### src/rtl/iom_pkg.sv
package iom_pkg;

  localparam int SLOT_BITS = 32;

  typedef struct packed {
    logic [7:0] b1;
    logic [7:0] b2;
    logic [7:0] mon;
    logic [1:0] d;
    logic [3:0] ci;
    logic       mr;
    logic       mx;
  } slot_t;

  function automatic int frame_edges(input int slots);
    return 2 * slots * SLOT_BITS;
  endfunction

  function automatic int edge_cnt_width(input int slots);
    return $clog2(frame_edges(slots));
  endfunction

  function automatic logic [SLOT_BITS-1:0] pack_slot(
    input logic [7:0] b1, input logic [7:0] b2, input logic [7:0] mon,
    input logic [1:0] d, input logic [3:0] ci, input logic mr, input logic mx);
    slot_t s;
    s.b1 = b1; s.b2 = b2; s.mon = mon; s.d = d; s.ci = ci; s.mr = mr; s.mx = mx;
    return s;
  endfunction

endpackage

### src/rtl/iom_timing.sv
module iom_timing #(
  parameter int FRAME_SLOTS  = 8,
  parameter int ACTIVE_SLOTS = 4
) (
  input  logic clk,
  input  logic rst_n,
  input  logic fsync,
  output logic locked,
  output logic frame_start,
  output logic rx_en,
  output logic rx_last,
  output logic tx_step,
  output logic tx_in_range,
  output logic sync_err
);
  localparam int EDGES = iom_pkg::frame_edges(FRAME_SLOTS);
  localparam int EW    = iom_pkg::edge_cnt_width(FRAME_SLOTS);
  localparam int AB    = ACTIVE_SLOTS * iom_pkg::SLOT_BITS;

  logic          fs_q;
  logic [EW-1:0] ecnt;
  logic          detect;
  logic          at_end;
  logic [EW-2:0] bit_idx;

  assign detect      = fsync & ~fs_q;
  assign at_end      = (ecnt == EW'(EDGES - 1));
  assign bit_idx     = ecnt[EW-1:1];
  assign frame_start = detect | (locked & at_end);
  assign rx_en       = locked & ~detect & ~ecnt[0] & (int'(bit_idx) < AB);
  assign rx_last     = rx_en & (int'(bit_idx) == AB - 1);
  assign tx_step     = locked & ~frame_start & ecnt[0];
  assign tx_in_range = (int'(bit_idx) + 1) < AB;

  always_ff @(posedge clk or negedge rst_n) begin
    if (!rst_n) begin
      fs_q     <= 1'b1;
      ecnt     <= '0;
      locked   <= 1'b0;
      sync_err <= 1'b0;
    end else begin
      fs_q <= fsync;
      if (detect) begin
        ecnt     <= '0;
        locked   <= 1'b1;
        sync_err <= locked & ~at_end;
      end else if (locked) begin
        if (at_end) begin
          ecnt     <= '0;
          sync_err <= 1'b1;
        end else begin
          ecnt     <= ecnt + 1'b1;
          sync_err <= 1'b0;
        end
      end else begin
        sync_err <= 1'b0;
      end
    end
  end
endmodule

### src/rtl/iom_tx.sv
module iom_tx #(
  parameter int ACTIVE_BITS = 128
) (
  input  logic                   clk,
  input  logic                   rst_n,
  input  logic                   frame_start,
  input  logic                   tx_step,
  input  logic                   tx_in_range,
  input  logic [ACTIVE_BITS-1:0] load_word,
  output logic                   dout
);
  logic [ACTIVE_BITS-1:0] sr;

  always_ff @(posedge clk or negedge rst_n) begin
    if (!rst_n) begin
      sr   <= '0;
      dout <= 1'b1;
    end else if (frame_start) begin
      dout <= load_word[ACTIVE_BITS-1];
      sr   <= load_word << 1;
    end else if (tx_step) begin
      if (tx_in_range) begin
        dout <= sr[ACTIVE_BITS-1];
        sr   <= sr << 1;
      end else begin
        dout <= 1'b1;
      end
    end
  end
endmodule

### src/rtl/iom_rx.sv
module iom_rx #(
  parameter int ACTIVE_BITS = 128
) (
  input  logic                   clk,
  input  logic                   rst_n,
  input  logic                   rx_en,
  input  logic                   rx_last,
  input  logic                   din,
  output logic [ACTIVE_BITS-1:0] rx_word,
  output logic                   frame_done
);
  logic [ACTIVE_BITS-1:0] sr;
  logic [ACTIVE_BITS-1:0] sr_next;

  assign sr_next = {sr[ACTIVE_BITS-2:0], din};

  always_ff @(posedge clk or negedge rst_n) begin
    if (!rst_n) begin
      sr         <= '0;
      rx_word    <= '0;
      frame_done <= 1'b0;
    end else begin
      frame_done <= rx_last;
      if (rx_en) sr <= sr_next;
      if (rx_last) rx_word <= sr_next;
    end
  end
endmodule

### src/rtl/iom_serdes.sv
module iom_serdes #(
  parameter int FRAME_SLOTS  = 8,
  parameter int ACTIVE_SLOTS = 4
) (
  input  logic                      dclk,
  input  logic                      rst_n,
  input  logic                      fsync,
  input  logic                      din,
  output logic                      dout,
  input  logic [8*ACTIVE_SLOTS-1:0] tx_b1,
  input  logic [8*ACTIVE_SLOTS-1:0] tx_b2,
  input  logic [8*ACTIVE_SLOTS-1:0] tx_mon,
  input  logic [2*ACTIVE_SLOTS-1:0] tx_d,
  input  logic [4*ACTIVE_SLOTS-1:0] tx_ci,
  input  logic [ACTIVE_SLOTS-1:0]   tx_mr,
  input  logic [ACTIVE_SLOTS-1:0]   tx_mx,
  output logic [8*ACTIVE_SLOTS-1:0] rx_b1,
  output logic [8*ACTIVE_SLOTS-1:0] rx_b2,
  output logic [8*ACTIVE_SLOTS-1:0] rx_mon,
  output logic [2*ACTIVE_SLOTS-1:0] rx_d,
  output logic [4*ACTIVE_SLOTS-1:0] rx_ci,
  output logic [ACTIVE_SLOTS-1:0]   rx_mr,
  output logic [ACTIVE_SLOTS-1:0]   rx_mx,
  output logic                      frame_done,
  output logic                      sync_err
);
  localparam int SB = iom_pkg::SLOT_BITS;
  localparam int AB = ACTIVE_SLOTS * SB;

  logic          tm_locked;
  logic          tm_frame_start;
  logic          tm_rx_en;
  logic          tm_rx_last;
  logic          tm_tx_step;
  logic          tm_tx_in_range;
  logic [AB-1:0] tx_word;
  logic [AB-1:0] rx_word;

  iom_timing #(.FRAME_SLOTS(FRAME_SLOTS), .ACTIVE_SLOTS(ACTIVE_SLOTS)) u_timing (
    .clk(dclk), .rst_n(rst_n), .fsync(fsync),
    .locked(tm_locked), .frame_start(tm_frame_start),
    .rx_en(tm_rx_en), .rx_last(tm_rx_last),
    .tx_step(tm_tx_step), .tx_in_range(tm_tx_in_range),
    .sync_err(sync_err)
  );

  iom_tx #(.ACTIVE_BITS(AB)) u_tx (
    .clk(dclk), .rst_n(rst_n), .frame_start(tm_frame_start),
    .tx_step(tm_tx_step), .tx_in_range(tm_tx_in_range),
    .load_word(tx_word), .dout(dout)
  );

  iom_rx #(.ACTIVE_BITS(AB)) u_rx (
    .clk(dclk), .rst_n(rst_n), .rx_en(tm_rx_en), .rx_last(tm_rx_last),
    .din(din), .rx_word(rx_word), .frame_done(frame_done)
  );

  for (genvar s = 0; s < ACTIVE_SLOTS; s++) begin : g_slot
    iom_pkg::slot_t rs;
    assign tx_word[AB-1-SB*s -: SB] = iom_pkg::pack_slot(
      tx_b1[s*8 +: 8], tx_b2[s*8 +: 8], tx_mon[s*8 +: 8],
      tx_d[s*2 +: 2], tx_ci[s*4 +: 4], tx_mr[s], tx_mx[s]);
    assign rs               = rx_word[AB-1-SB*s -: SB];
    assign rx_b1[s*8 +: 8]  = rs.b1;
    assign rx_b2[s*8 +: 8]  = rs.b2;
    assign rx_mon[s*8 +: 8] = rs.mon;
    assign rx_d[s*2 +: 2]   = rs.d;
    assign rx_ci[s*4 +: 4]  = rs.ci;
    assign rx_mr[s]         = rs.mr;
    assign rx_mx[s]         = rs.mx;
  end
endmodule

### config.mk
export PLATFORM = sky130hd
export DESIGN_NAME = iom_serdes
export DESIGN_NICKNAME = d
export VERILOG_FILES = /design/src/rtl/iom_pkg.sv /design/src/rtl/iom_timing.sv /design/src/rtl/iom_tx.sv /design/src/rtl/iom_rx.sv /design/src/rtl/iom_serdes.sv
export SDC_FILE = /design/constraint.sdc
export NUM_CORES = 1
export LEC_CHECK = 0
export ABC_AREA = 1
export ABC_CLOCK_PERIOD_IN_PS = 2100
export BUFFER_PORTS_ARGS = -buffer_cell sky130_fd_sc_hd__buf_4
export CORE_MARGIN = 5
export CORE_UTILIZATION = 27
export DETAILED_ROUTE_END_ITERATION = 8
export PLACE_DENSITY = 0.51
export SETUP_SLACK_MARGIN = 0.15
export SLEW_MARGIN = 25
export SYNTH_ARGS = -nofsm -noshare
export SYNTH_HDL_FRONTEND = slang
export SYNTH_SLANG_ARGS = --single-unit
### constraint.sdc
create_clock -name dclk -period 2.1 [get_ports dclk]
set_input_delay 0.42 -clock dclk [delete_from_list [all_inputs] [get_ports dclk]]
set_output_delay 0.42 -clock dclk [all_outputs]
set_load 0.005 [all_outputs]
After elaboration in Yosys (flattened, before gate mapping)
Index checks and enable logic that the tools add are counted.
{"block": "word_totals", "regBits": 397, "ramBits": 0, "n_memories": 0, "latchBits": 0, "rom_bits": 0, "out_inout_bits": 131, "in_bits": 132, "wordCells": 46}
{"block": "op_classes", "bitwise": 15, "order_cmp": 2, "mul": 0, "mux": 12, "div_mod_pow": 0, "shifts": 0, "eq_ne": 2, "n_reduce_logical": 4, "add_sub_neg": 2}
{"op": "$mux W128", "n": 3}
{"op": "$lt A32 B9 Y1 const B", "n": 1}
{"op": "$mux W9", "n": 3}
{"op": "$add A8 B1 Y9 const B", "n": 1}
{"op": "$add A9 B1 Y9 const B", "n": 1}
{"op": "$and A1 B1 Y1", "n": 9}
{"op": "$eq A9 B9 Y1 const B", "n": 1}
{"op": "$eq A8 B8 Y1 const B", "n": 1}
{"op": "$lt A8 B8 Y1 const B", "n": 1}
{"op": "$mux W1", "n": 6}
{"op": "$reduce_bool A2 Y1", "n": 3}
{"op": "$not A1 Y1", "n": 5}
{"op": "$reduce_and A2 Y1", "n": 1}
{"op": "$or A1 B1 Y1", "n": 1}

Depth between registers and ports, before layout
Gate-level depths: netlist of run 1.
{"block": "depth", "depth_word": 8, "depth_mapped": 13}

By module
A second synthesis of run 1 with hierarchy kept.
{"block": "hier_totals", "cells_unflattened": 2132, "hier_area_um2": 16793.6}
{"module": "iom_rx", "cells_each": 1078, "area_per_inst_um2": 9564.2, "seq_area_each_um2": 6406.1, "n_inst": 1}
{"module": "iom_tx", "cells_each": 967, "area_per_inst_um2": 6583.8, "seq_area_each_um2": 3204.3, "n_inst": 1}
{"module": "iom_timing", "cells_each": 87, "area_per_inst_um2": 645.6, "seq_area_each_um2": 301.5, "n_inst": 1}

Worst setup path before layout of run 1
Ideal clock, no wire load.
{"block": "synth_path", "path_type": "reg2reg", "startpoint": "register u_timing.ecnt[0]", "endpoint": "register u_tx.sr[100]", "arrival_ps": 1835, "period_less_slack_ps": 1953, "setup_ps": 118, "required_ps": 1982, "stages_incl_launch_ff": 13, "n_path_buf": 2, "path_slack_ps": 147, "path_cell_list": "dfrtp_1 ha_1 nand3_1 nor3_1 ha_1 nand2_1 nand2_2 a21oi_2 inv_2 buf_4 buf_4 nand3_1 nand2_1"}
{"block": "synth_between", "elab_chain_len": 8, "word_cells_on_any_way": 10}
{"item": "start, declared", "line": "iom_timing.sv:21", "text": "logic [EW-1:0] ecnt;"}
{"item": "start signal, assigned", "line": "iom_timing.sv:52", "text": "ecnt <= ecnt + 1'b1;"}
{"item": "$eq A9 B9 Y1", "line": "iom_timing.sv:27", "text": "assign at_end = (ecnt == EW'(EDGES - 1));"}
{"item": "$and A1 B1 Y1", "line": "iom_timing.sv:29", "text": "assign frame_start = detect | (locked & at_end);"}
{"item": "$or A1 B1 Y1", "line": "iom_timing.sv:29"}
{"item": "$not A1 Y1", "line": "iom_timing.sv:32", "text": "assign tx_step = locked & ~frame_start & ecnt[0];"}
{"item": "$and A1 B1 Y1 (2 in a row)", "line": "iom_timing.sv:32"}
{"item": "$reduce_bool A2 Y1 (no line)"}
{"item": "$reduce_and A2 Y1 (no line)"}
{"item": "end signal, assigned", "line": "iom_tx.sv:20", "text": "sr <= load_word << 1;"}
{"item": "end signal, assigned", "line": "iom_tx.sv:24", "text": "sr <= sr << 1;"}
{"item": "end, declared", "line": "iom_tx.sv:12", "text": "logic [ACTIVE_BITS-1:0] sr;"}
Several ways; a longest one is shown, not always the timed one.
A chain may end at the register's enable or synchronous reset.

Worst setup path after layout of run 1
{"block": "layout_path", "startpoint": "register u_timing.ecnt[0]", "endpoint": "register u_tx.sr[122]"}
The elaborated chain is that of the path after synthesis.

==> impl_metrics.ini, run 1 <==
[critical_path]
worst-endpoint-arrival_ps = 2500
worstPathMaxFanout = 19
ff2ff_path_depth = 12
r2r-end = u_tx.sr[122]
required_time_of_the_worst_setup_path_ps = 2590
critPathCaptureType = flop
worstSetupStartpointType = flop
path_class = flop to flop
reg2reg_setup_slack_ps = 90
r2r-start = u_timing.ecnt[0]

[power]
total_power_mw = 23.46
power_frac_seq = 0.434
power_leakage_nw = 12.44
vdd_ir_drop_max_v = 0.0004690
power_report.internal_total_mw = 15.98
power_frac_clock = 0.332
p_comb_frac = 0.234
cellPowerDensity_nw_per_um2 = 1055
switching_share = 0.3186
p_sw_mw = 7.473

[floorplan]
die_width_um = 263.0
core-area_um2 = 63200
top_level_ports = 263
initial_core_util = 0.2734
dieHeight_um = 263.0
rows = 92
die_area_um2 = 69150

[sta]
setup-violations-final = 0
timing.fmax_ghz = 0.4972
layout_setup_ws_ps = 88.81
min_period_ps = 2011
worst-slew-pin-transition_ps = 545.6
worst_slew_margin_rel = 0.6363
final_setup_skew_ps = 21.78
slew_viol_final = 0
grt_setup_unrepaired = true
hold_violations = 0
timing.final.crit_share = 0.9577

[grt]
antenna_found_initial = 1
grt_max_degree = 116
via_count_of_the_first_global_routing_pass = 14620
grt.total_usage = 0.1338
globalRouteOverflowTotal = 0
wire_length_of_the_first_global_routing_pass_um = 78310

[cts]
htreeDepth = 2
clock_latency_reported_for_the_late_side_of_the_worst_skew_pair_ps = 560
number_of_clock_buffers_inserted_by_tritoncts = 45
clk_root_buffer_cell = clkbuf_16
cts.clk_slew.worst_paths_ps = 60
cts.sinks = 396
cts-root-to-sink-buffers = 3
cts_tree = yes

[place]
place_worst_setup_slack_ps = 20.14
gp_routability_congestion = 0.7578
number_of_placed_instances_with_taps_included = 3182
port_buffers = 262
postPlaceCellArea_um2 = 20380
dpl.hpwl_um = 30420

[synth]
synth.distinct_cells = 26
syn_area_per_cell_um2 = 8.066
synthesis.instances = 2142
syn_area_um2 = 17280
synthesis.nets = 2276
synth_seq_cells = 396
synth_warn = 0
sequential_cell_area_fraction_in_the_yosys_report = 0.5737

[drt]
final_antenna_net_count = 0
vias = 14539
detail_route.wirelength_um = 47670
avgRoutedWirePerCell_um = 14.54
detail_route.first_pass.iterations = 5
drt-vias-per-instance = 4.434
drcViolationCount = 0
count_of_routing_violations_after_the_opening_detailed_route_iteration = 983

[final_layout]
filler_cells = 6635
final_cell_mix = nand2_1, dfrtp_1, buf_4, nand3_1, clkbuf_16
fin_cells = 3279
number_of_nets_in_the_final_layout = 2535
layout.cell_area.non_filler_um2 = 22240
final_layout_size_suffix_gt1_frac = 0.1854
finalCoreUtilization = 0.3518
syn_to_final_growth_pct = 28.69
layout.cells.most_common = nand2_1

[status]
result_of_the_run = finished, final reports clean

[worst_hold_path]
hold_start = tx_mx[3]
worst_hold_path.endpoint = u_tx.sr[1]
min_delay_path_depth = 3
timing.hold.worst.class = input pin to flop

[job]
max_cap_viol_count = 0
per-stage QoR:
stage,setup TNS (ps),hold WS (ps)
CTS,0,22.84
global placement,0,398.6
finish,0,83.81
detailed placement,0,400.3
global route,-3151,42.95
floorplan,0,124.4
synth_stat cells:
cell	count	area [um^2]
nand2_1	1283	4816
dfrtp_1	394	9859
nand3_1	254	1271
buf_2	90	450.4
buf_6	22	247.7
buf_4	13	97.59
inv_1	12	45.04
nor2_1	12	45.04
clkbuf_1	11	41.29
nand3_2	11	110.1
o21ai_0	11	55.05
nand2_2	5	31.28
inv_2	4	15.01
a21oi_1	2	10.01
a21oi_2	2	17.52
buf_1	2	7.510
dfstp_2	2	52.55
ha_1	2	25.02
nor2_4	2	22.52
nor3_1	2	10.01
and3_1	1	6.260
nand3b_1	1	7.510
nand4_1	1	6.260
nand4_2	1	12.51
nor2_2	1	6.260
xnor2_1	1	8.760
power by group through the flow:
stage | Clock (mW) | Combinational (mW) | Sequential, mW
3_3_place_gp | 0 | 5.23 | 10.2
6_report | 7.78 | 5.48 | 10.2
5_1_grt | 8.42 | 6.31 | 10.4
3_5_place_dp | 0 | 5.35 | 10.3
4_1_cts | 8.14 | 5.55 | 10.2
2_1_floorplan | 0 | 3.87 | 10.0
layout make-up:
cell class | instances | area (um^2) | share of cell area
multi-input cells | 1592 | 6554 | 0.2947
repair buffers | 350 | 3186 | 0.1433
inverters | 16 | 75.07 | 0.003376
diodes | 1 | 2.502 | 0.0001125
clock buffers | 66 | 1296 | 0.05830
clock inverters | 12 | 151.4 | 0.006809
flip-flops and latches | 396 | 9912 | 0.4458
well taps | 846 | 1059 | 0.04761
per-layer routing:
metal / vias to the layer above / share of wire / GRT usage
li1: 7169 / - / -
met4: 0 / 0.017 / 0.02798
met2: 357 / 0.46 / 0.2148
met3: 60 / 0.060 / 0.02781
met5: - / 0 / 0
met1: 6953 / 0.46 / 0.1882
worst max-delay path by stage:
stage / startpoint / endpoint / slack [ps]
6_report: u_timing.ecnt[0] / u_tx.sr[122] / 90
5_1_grt: u_timing.ecnt[0] / u_tx.sr[122] / -70
4_1_cts: u_timing.ecnt[0] / u_tx.sr[122] / 80
3_5_place_dp: u_timing.ecnt[0] / u_tx.sr[122] / 20
3_3_place_gp: u_timing.ecnt[0] / u_tx.sr[109] / 50
2_1_floorplan: u_timing.ecnt[0] / u_tx.sr[100] / 170
logic make-up after synthesis:
group	Yosys count	share of synthesized area
AND/OR/NAND/NOR	1574	0.3672
AO/OA/AOI/OAI	15	0.004780
XOR/XNOR	1	0.0005070
buffers and inverters	154	0.05236
flip-flops	396	0.5737
adder cells (fa/ha/maj)	2	0.001448
registers in the layout, summed over array words and instances (netlist names):
signal / flops
u_rx.frame_done: 1
u_timing.fs_q: 1
u_timing.sync_err: 1
u_timing.locked: 1
u_timing.ecnt: 9
u_tx.dout: 1
u_tx.sr: 127
u_rx.rx_word: 128
u_rx.sr: 127
what timing repair did:
item                                   4_1_cts  5_1_grt
endpoints found under the hold margin       35        0
pin swaps                                    2        1
hold buffers                                 2        0
setup buffers                                7        1
gates cloned                                 5        3
resized for setup                           16        8
setup endpoints to repair                  129      136
critical path: stages, from the launching register on:
cell	delay, ps
dfrtp_1	360
ha_2	190
nand3_2	90
nor3_2	130
ha_2	210
nand2_2	60
nand2_4	150
buf_4	140
a21oi_4	40
inv_6	160
buf_6	210
nand3_1	100
nand2_1	90
Power figures use the tool's default switching activity.
==> run 2: changes to the inputs <==
==> constraint.sdc (replaced) <==
create_clock -name dclk -period 2.1 [get_ports dclk]
set_input_delay 0.105 -clock dclk [delete_from_list [all_inputs] [get_ports dclk]]
set_output_delay 0.105 -clock dclk [all_outputs]
set_load 0.005 [all_outputs]
==> run 2 against run 1 <==
Net effect:
- combinational power is 8.6% higher
- sequential power is essentially flat
- non-clock buffer count increased by 144
- cell count up 4.6%
- global-route usage barely moved
- die area did not move
- fmax is 0.88% lower
- wire length rose by 3.8%
- final area grew 9.9%
- first-iteration DRC count down 1.9%
- via count rose by 4.5%
==> impl_metrics.ini, run 2 (synthesis gave the netlist of run 1 again) <==
[status]
result_of_the_run = finished, final reports clean

[critical_path]
worst-endpoint-arrival_ps = 2480
worstSetupStartpointType = flop
critPathCaptureType = flop
path_class = flop to flop
worstPathMaxFanout = 40
required_time_of_the_worst_setup_path_ps = 2550

[floorplan]
initial_core_util = 0.2734
core-area_um2 = 63200
die_area_um2 = 69150
dieHeight_um = 263.0
die_width_um = 263.0
top_level_ports = 263
rows = 92

[power]
vdd_ir_drop_max_v = 0.0005920
power_leakage_nw = 13.44
cellPowerDensity_nw_per_um2 = 1007

[cts]
cts-root-to-sink-buffers = 3
htreeDepth = 2
number_of_clock_buffers_inserted_by_tritoncts = 47
clock_latency_reported_for_the_late_side_of_the_worst_skew_pair_ps = 560
clk_root_buffer_cell = clkbuf_16
cts_tree = yes
cts.sinks = 396
cts.clk_slew.worst_paths_ps = 60

[sta]
min_period_ps = 2029
setup-violations-final = 0
hold_violations = 0
finalHoldWorstSlack_ps = 105.2
slew_viol_final = 0
worst_slew_margin_rel = 0.6208
final_setup_skew_ps = 14.99
layout_setup_ws_ps = 70.97
timing.fmax_ghz = 0.4928
timing.final.crit_share = 0.9662
worst-slew-pin-transition_ps = 568.7
grt_setup_unrepaired = true

[worst_hold_path]
timing.hold.worst.class = input pin to async pin

[place]
postPlaceCellArea_um2 = 20410
gp_routability_congestion = 0.7753
port_buffers = 262
place_worst_setup_slack_ps = 26.38
dpl.hpwl_um = 30490

[drt]
vias = 15197
avgRoutedWirePerCell_um = 14.42
final_antenna_net_count = 0
drcViolationCount = 0
detail_route.first_pass.iterations = 5
count_of_routing_violations_after_the_opening_detailed_route_iteration = 964
drt-vias-per-instance = 4.431
detail_route.wirelength_um = 49460

[grt]
wire_length_of_the_first_global_routing_pass_um = 79210
globalRouteOverflowTotal = 0
via_count_of_the_first_global_routing_pass = 15138
antenna_found_initial = 1
grt_max_degree = 99
grt.total_usage = 0.1338

[final_layout]
number_of_nets_in_the_final_layout = 2682
layout.cells.most_common = nand2_1
syn_to_final_growth_pct = 41.41
final_cell_mix = nand2_1, dfrtp_1, buf_4, nand3_1, dlygate4sd3_1
reg.largest.list = u_rx.rx_word x128, u_rx.sr x127, u_tx.sr x127
largest_register_by_flop_count = u_rx.rx_word
finalCoreUtilization = 0.3866
max_ffs_per_register = 128
layout.cell_area.non_filler_um2 = 24430
final_layout_size_suffix_gt1_frac = 0.2184

[job]
max_cap_viol_count = 0
[run 2: per-stage QoR]
step | cells | TNS [ps] | total power, mW
finish | 3430 | 0 | 24.60
global route | 3430 | -512.4 | 26.23
CTS | 3411 | 0 | 24.56
detailed placement | 3187 | 0 | 15.64
global placement | 3187 | 0 | 15.48
floorplan | 2142 | 0 | 13.91
[run 2: what timing repair did]
| action | CTS | global route |
|---|---|---|
| hold buffers | 131 | 0 |
| resized for setup | 12 | 144 |
| pin swaps | 1 | 95 |
| hold endpoints to repair | 322 | 0 |
| gates cloned | 3 | 15 |
| endpoints found under the setup margin | 129 | 135 |
| buffers inserted | 6 | 3 |
[run 2: area by class of cell]
class / instances / area (um^2)
Antenna cell: 1 / 2.502
Clock inverter: 15 / 217.7
Fill cell: 6292 / 38760
Inverter: 16 / 80.08
Clock buffer: 69 / 1400
Tap cell: 846 / 1059
Timing Repair Buffer: 494 / 4802
Sequential cell: 396 / 9913
Multi-Input combinational cell: 1593 / 6959
[run 2: path summary, 6_finish.rpt]
| kind | start | to | slack, ps | depth (start not counted) |
|---|---|---|---|---|
| setup / recovery | u_timing.ecnt[1] | u_tx.sr[45] | 70 | 11 |
| hold / removal | rst_n | u_rx.sr[68] | 110 | 2 |
| setup reg to reg | u_timing.ecnt[1] | u_tx.sr[45] | 70 | 11 |
| hold reg to reg | u_rx.rx_word[26] | u_rx.rx_word[26] | 470 | 2 |
| max in group asynchronous | rst_n | u_tx.sr[3] | 1210 | 3 |
| min in group dclk | fsync | u_timing.fs_q | 260 | 2 |
[run 2: power breakdown]
group          switching, mW  internal (mW)
Clock                   3.23           5.22
Sequential             0.995           9.21
Combinational           3.52           2.42
[run 2: routing by layer]
| layer | vias up | global-route usage | share of wire |
|---|---|---|---|
| met1 | 7274 | 0.1873 | 0.46 |
| met2 | 358 | 0.2146 | 0.46 |
| met3 | 63 | 0.03033 | 0.056 |
| met4 | 0 | 0.02741 | 0.019 |
| li1 | 7502 | - | - |
| met5 | - | 0 | 0 |
[run 2: critical path, stage by stage, from the launching register on]
cell      delay, ps
dfrtp_1         410
ha_4            190
nand3_4          90
nor3_4           50
ha_2            210
nand2_4          80
nand2_8         100
a21oi_4         200
clkinv_4        170
buf_16          220
nand3_1         110
nand2_1          60
==> run 3: changes to the inputs <==
SETUP_SLACK_MARGIN = 0.3   (was 0.15)
==> run 3 against run 2 <==
Net effect:
- final area decreased by 1.3%
- largest power group unchanged
- total power is 0.41% lower
- sequential power hardly changed
- combinational power increased by 4.4%
- cell count decreased by 0.15%
- die area stayed put
- via count decreased by 0.47%
- highest routed layer unchanged
- hold slack better by 15 ps
- register-to-register slack gained 60 ps
- wire length decreased by 0.27%
==> impl_metrics.ini, run 3 (synthesis gave the netlist of run 1 again) <==
[cts]
cts-root-to-sink-buffers = 3
cts.clk_slew.worst_paths_ps = 60
clk_root_buffer_cell = clkbuf_16
number_of_clock_buffers_inserted_by_tritoncts = 47
cts_tree = yes
cts.sinks = 396
clock_latency_reported_for_the_late_side_of_the_worst_skew_pair_ps = 570
htreeDepth = 2

[worst_hold_path]
timing.hold.worst.class = input pin to async pin

[sta]
min_period_ps = 1973
final.setup.tns_ps = 0
worst_slew_margin_rel = 0.6007
slew_viol_final = 0
finalHoldWorstSlack_ps = 120.1
hold_violations = 0
grt_setup_unrepaired = true
setup-violations-final = 0
final_setup_skew_ps = 14.39
timing.final.crit_share = 0.9397
layout_setup_ws_ps = 126.6
timing.fmax_ghz = 0.5067
worst-slew-pin-transition_ps = 599.0

[job]
max_cap_viol_count = 0

[grt]
grt_max_degree = 129
globalRouteOverflowTotal = 0
wire_length_of_the_first_global_routing_pass_um = 78820
grt.total_usage = 0.1334
via_count_of_the_first_global_routing_pass = 15239
antenna_found_initial = 0

[floorplan]
initial_core_util = 0.2734
die_width_um = 263.0
core-area_um2 = 63200
top_level_ports = 263
rows = 92
die_area_um2 = 69150
dieHeight_um = 263.0

[final_layout]
regArea_um2 = 9915
filler_cells = 6393
largest_register_by_flop_count = u_rx.rx_word
max_ffs_per_register = 128
layout.cell_area.non_filler_um2 = 24130
final_cell_mix = nand2_1, dfrtp_1, buf_4, nand3_1, dlygate4sd3_1
syn_to_final_growth_pct = 39.64
antennaDiodeCount = 0
final_layout_size_suffix_gt1_frac = 0.1962
number_of_nets_in_the_final_layout = 2679
reg.largest.list = u_rx.rx_word x128, u_rx.sr x127, u_tx.sr x127
footprint_of_the_multi_input_gates_um2 = 6774
layout.cells.most_common = nand2_1

[critical_path]
worstPathMaxFanout = 15
ff2ff_path_depth = 11
r2r-end = u_tx.sr[55]
worst-endpoint-arrival_ps = 2420
critPathCaptureType = flop
r2r-start = u_timing.ecnt[1]
path_class = flop to flop
worst_path_max_delay_cell = dfrtp_1
required_time_of_the_worst_setup_path_ps = 2550
cp_cell_sequence = ha_4 > nand3_4 > nor3_4 > ha_4 > nand2_4 > nand2_8 > a21oi_4 > clkinv_4 > clkbuf_16 > nand3_1 > nand2_1
worstSetupStartpointType = flop
critical-path-max-stage-delay_ps = 410
reg2reg_setup_slack_ps = 130
timing.critical_path.mode_cell = ha_4

[power]
power_leakage_nw = 13.25
total_power_mw = 24.50
cellPowerDensity_nw_per_um2 = 1015
vdd_ir_drop_max_v = 0.0005304

[place]
postPlaceCellArea_um2 = 20350
port_buffers = 262
gp_routability_congestion = 0.7719
dpl.hpwl_um = 30570
place_worst_setup_slack_ps = 1.456

[status]
result_of_the_run = finished, final reports clean

[drt]
drcViolationCount = 0
detail_route.wirelength_um = 49330
vias = 15126
avgRoutedWirePerCell_um = 14.40
count_of_routing_violations_after_the_opening_detailed_route_iteration = 844
drt-vias-per-instance = 4.416
detail_route.first_pass.iterations = 4
final_antenna_net_count = 0
-- run 3: timing repair --
action / CTS / global route
endpoints found under the hold margin: 306 / 0
hold buffers: 131 / 0
setup endpoints to repair: 300 / 373
buffers inserted: 3 / 8
pin swaps: 2 / 25
gates cloned: 0 / 19
resized for setup: 19 / 92
-- run 3: where the power goes --
group          leakage, nW  internal, mW  switching (mW)
registers             5.35          9.21           0.993
logic                 7.15          2.64            3.57
clock network        0.749          4.86            3.22
-- run 3: critical path, delay by kind of cell, from the launching register on --
family	cells	cell delay, ps
fa+ha+maj	2	350
simple gates	6	460
buf+inv	2	420
compound gates	1	220
flops	1	410
-- run 3: area by class of cell --
| class | instances | share of cell area |
|---|---|---|
| multi-input combinational | 1592 | 0.2808 |
| inverter | 16 | 0.003112 |
| timing repair buffer | 490 | 0.1968 |
| sequential | 396 | 0.4109 |
| timing repair inverter | 2 | 0.0009335 |
| tap | 846 | 0.04387 |
| clock inverter | 10 | 0.004978 |
| clock buffer | 73 | 0.05865 |
-- run 3: per-stage QoR --
stage | util | cells
5_1_grt | 0.3818 | 3425
3_5_place_dp | 0.3221 | 3181
3_3_place_gp | 0.3221 | 3181
4_1_cts | 0.3685 | 3398
6_report | 0.3818 | 3425
2_1_floorplan | - | 2142
-- run 3: how the worst max path moves through the flow --
stage                                start            to  cells after the start
after floorplan           u_timing.ecnt[0]  u_tx.sr[117]                     13
after global placement    u_timing.ecnt[1]   u_tx.sr[71]                     11
after detailed placement  u_timing.ecnt[1]   u_tx.sr[71]                     11
after CTS                 u_timing.ecnt[1]   u_tx.sr[31]                     13
after global routing      u_timing.ecnt[1]   u_tx.sr[46]                     11
final                     u_timing.ecnt[1]   u_tx.sr[55]                     11
-- run 3: routing by layer --
layer / GRT usage / up-vias / share of wire
li1: - / 7486 / -
met3: 0.02753 / 61 / 0.055
met1: 0.1831 / 7208 / 0.45
met2: 0.2211 / 371 / 0.47
met4: 0.02601 / 0 / 0.017
met5: 0 / - / 0
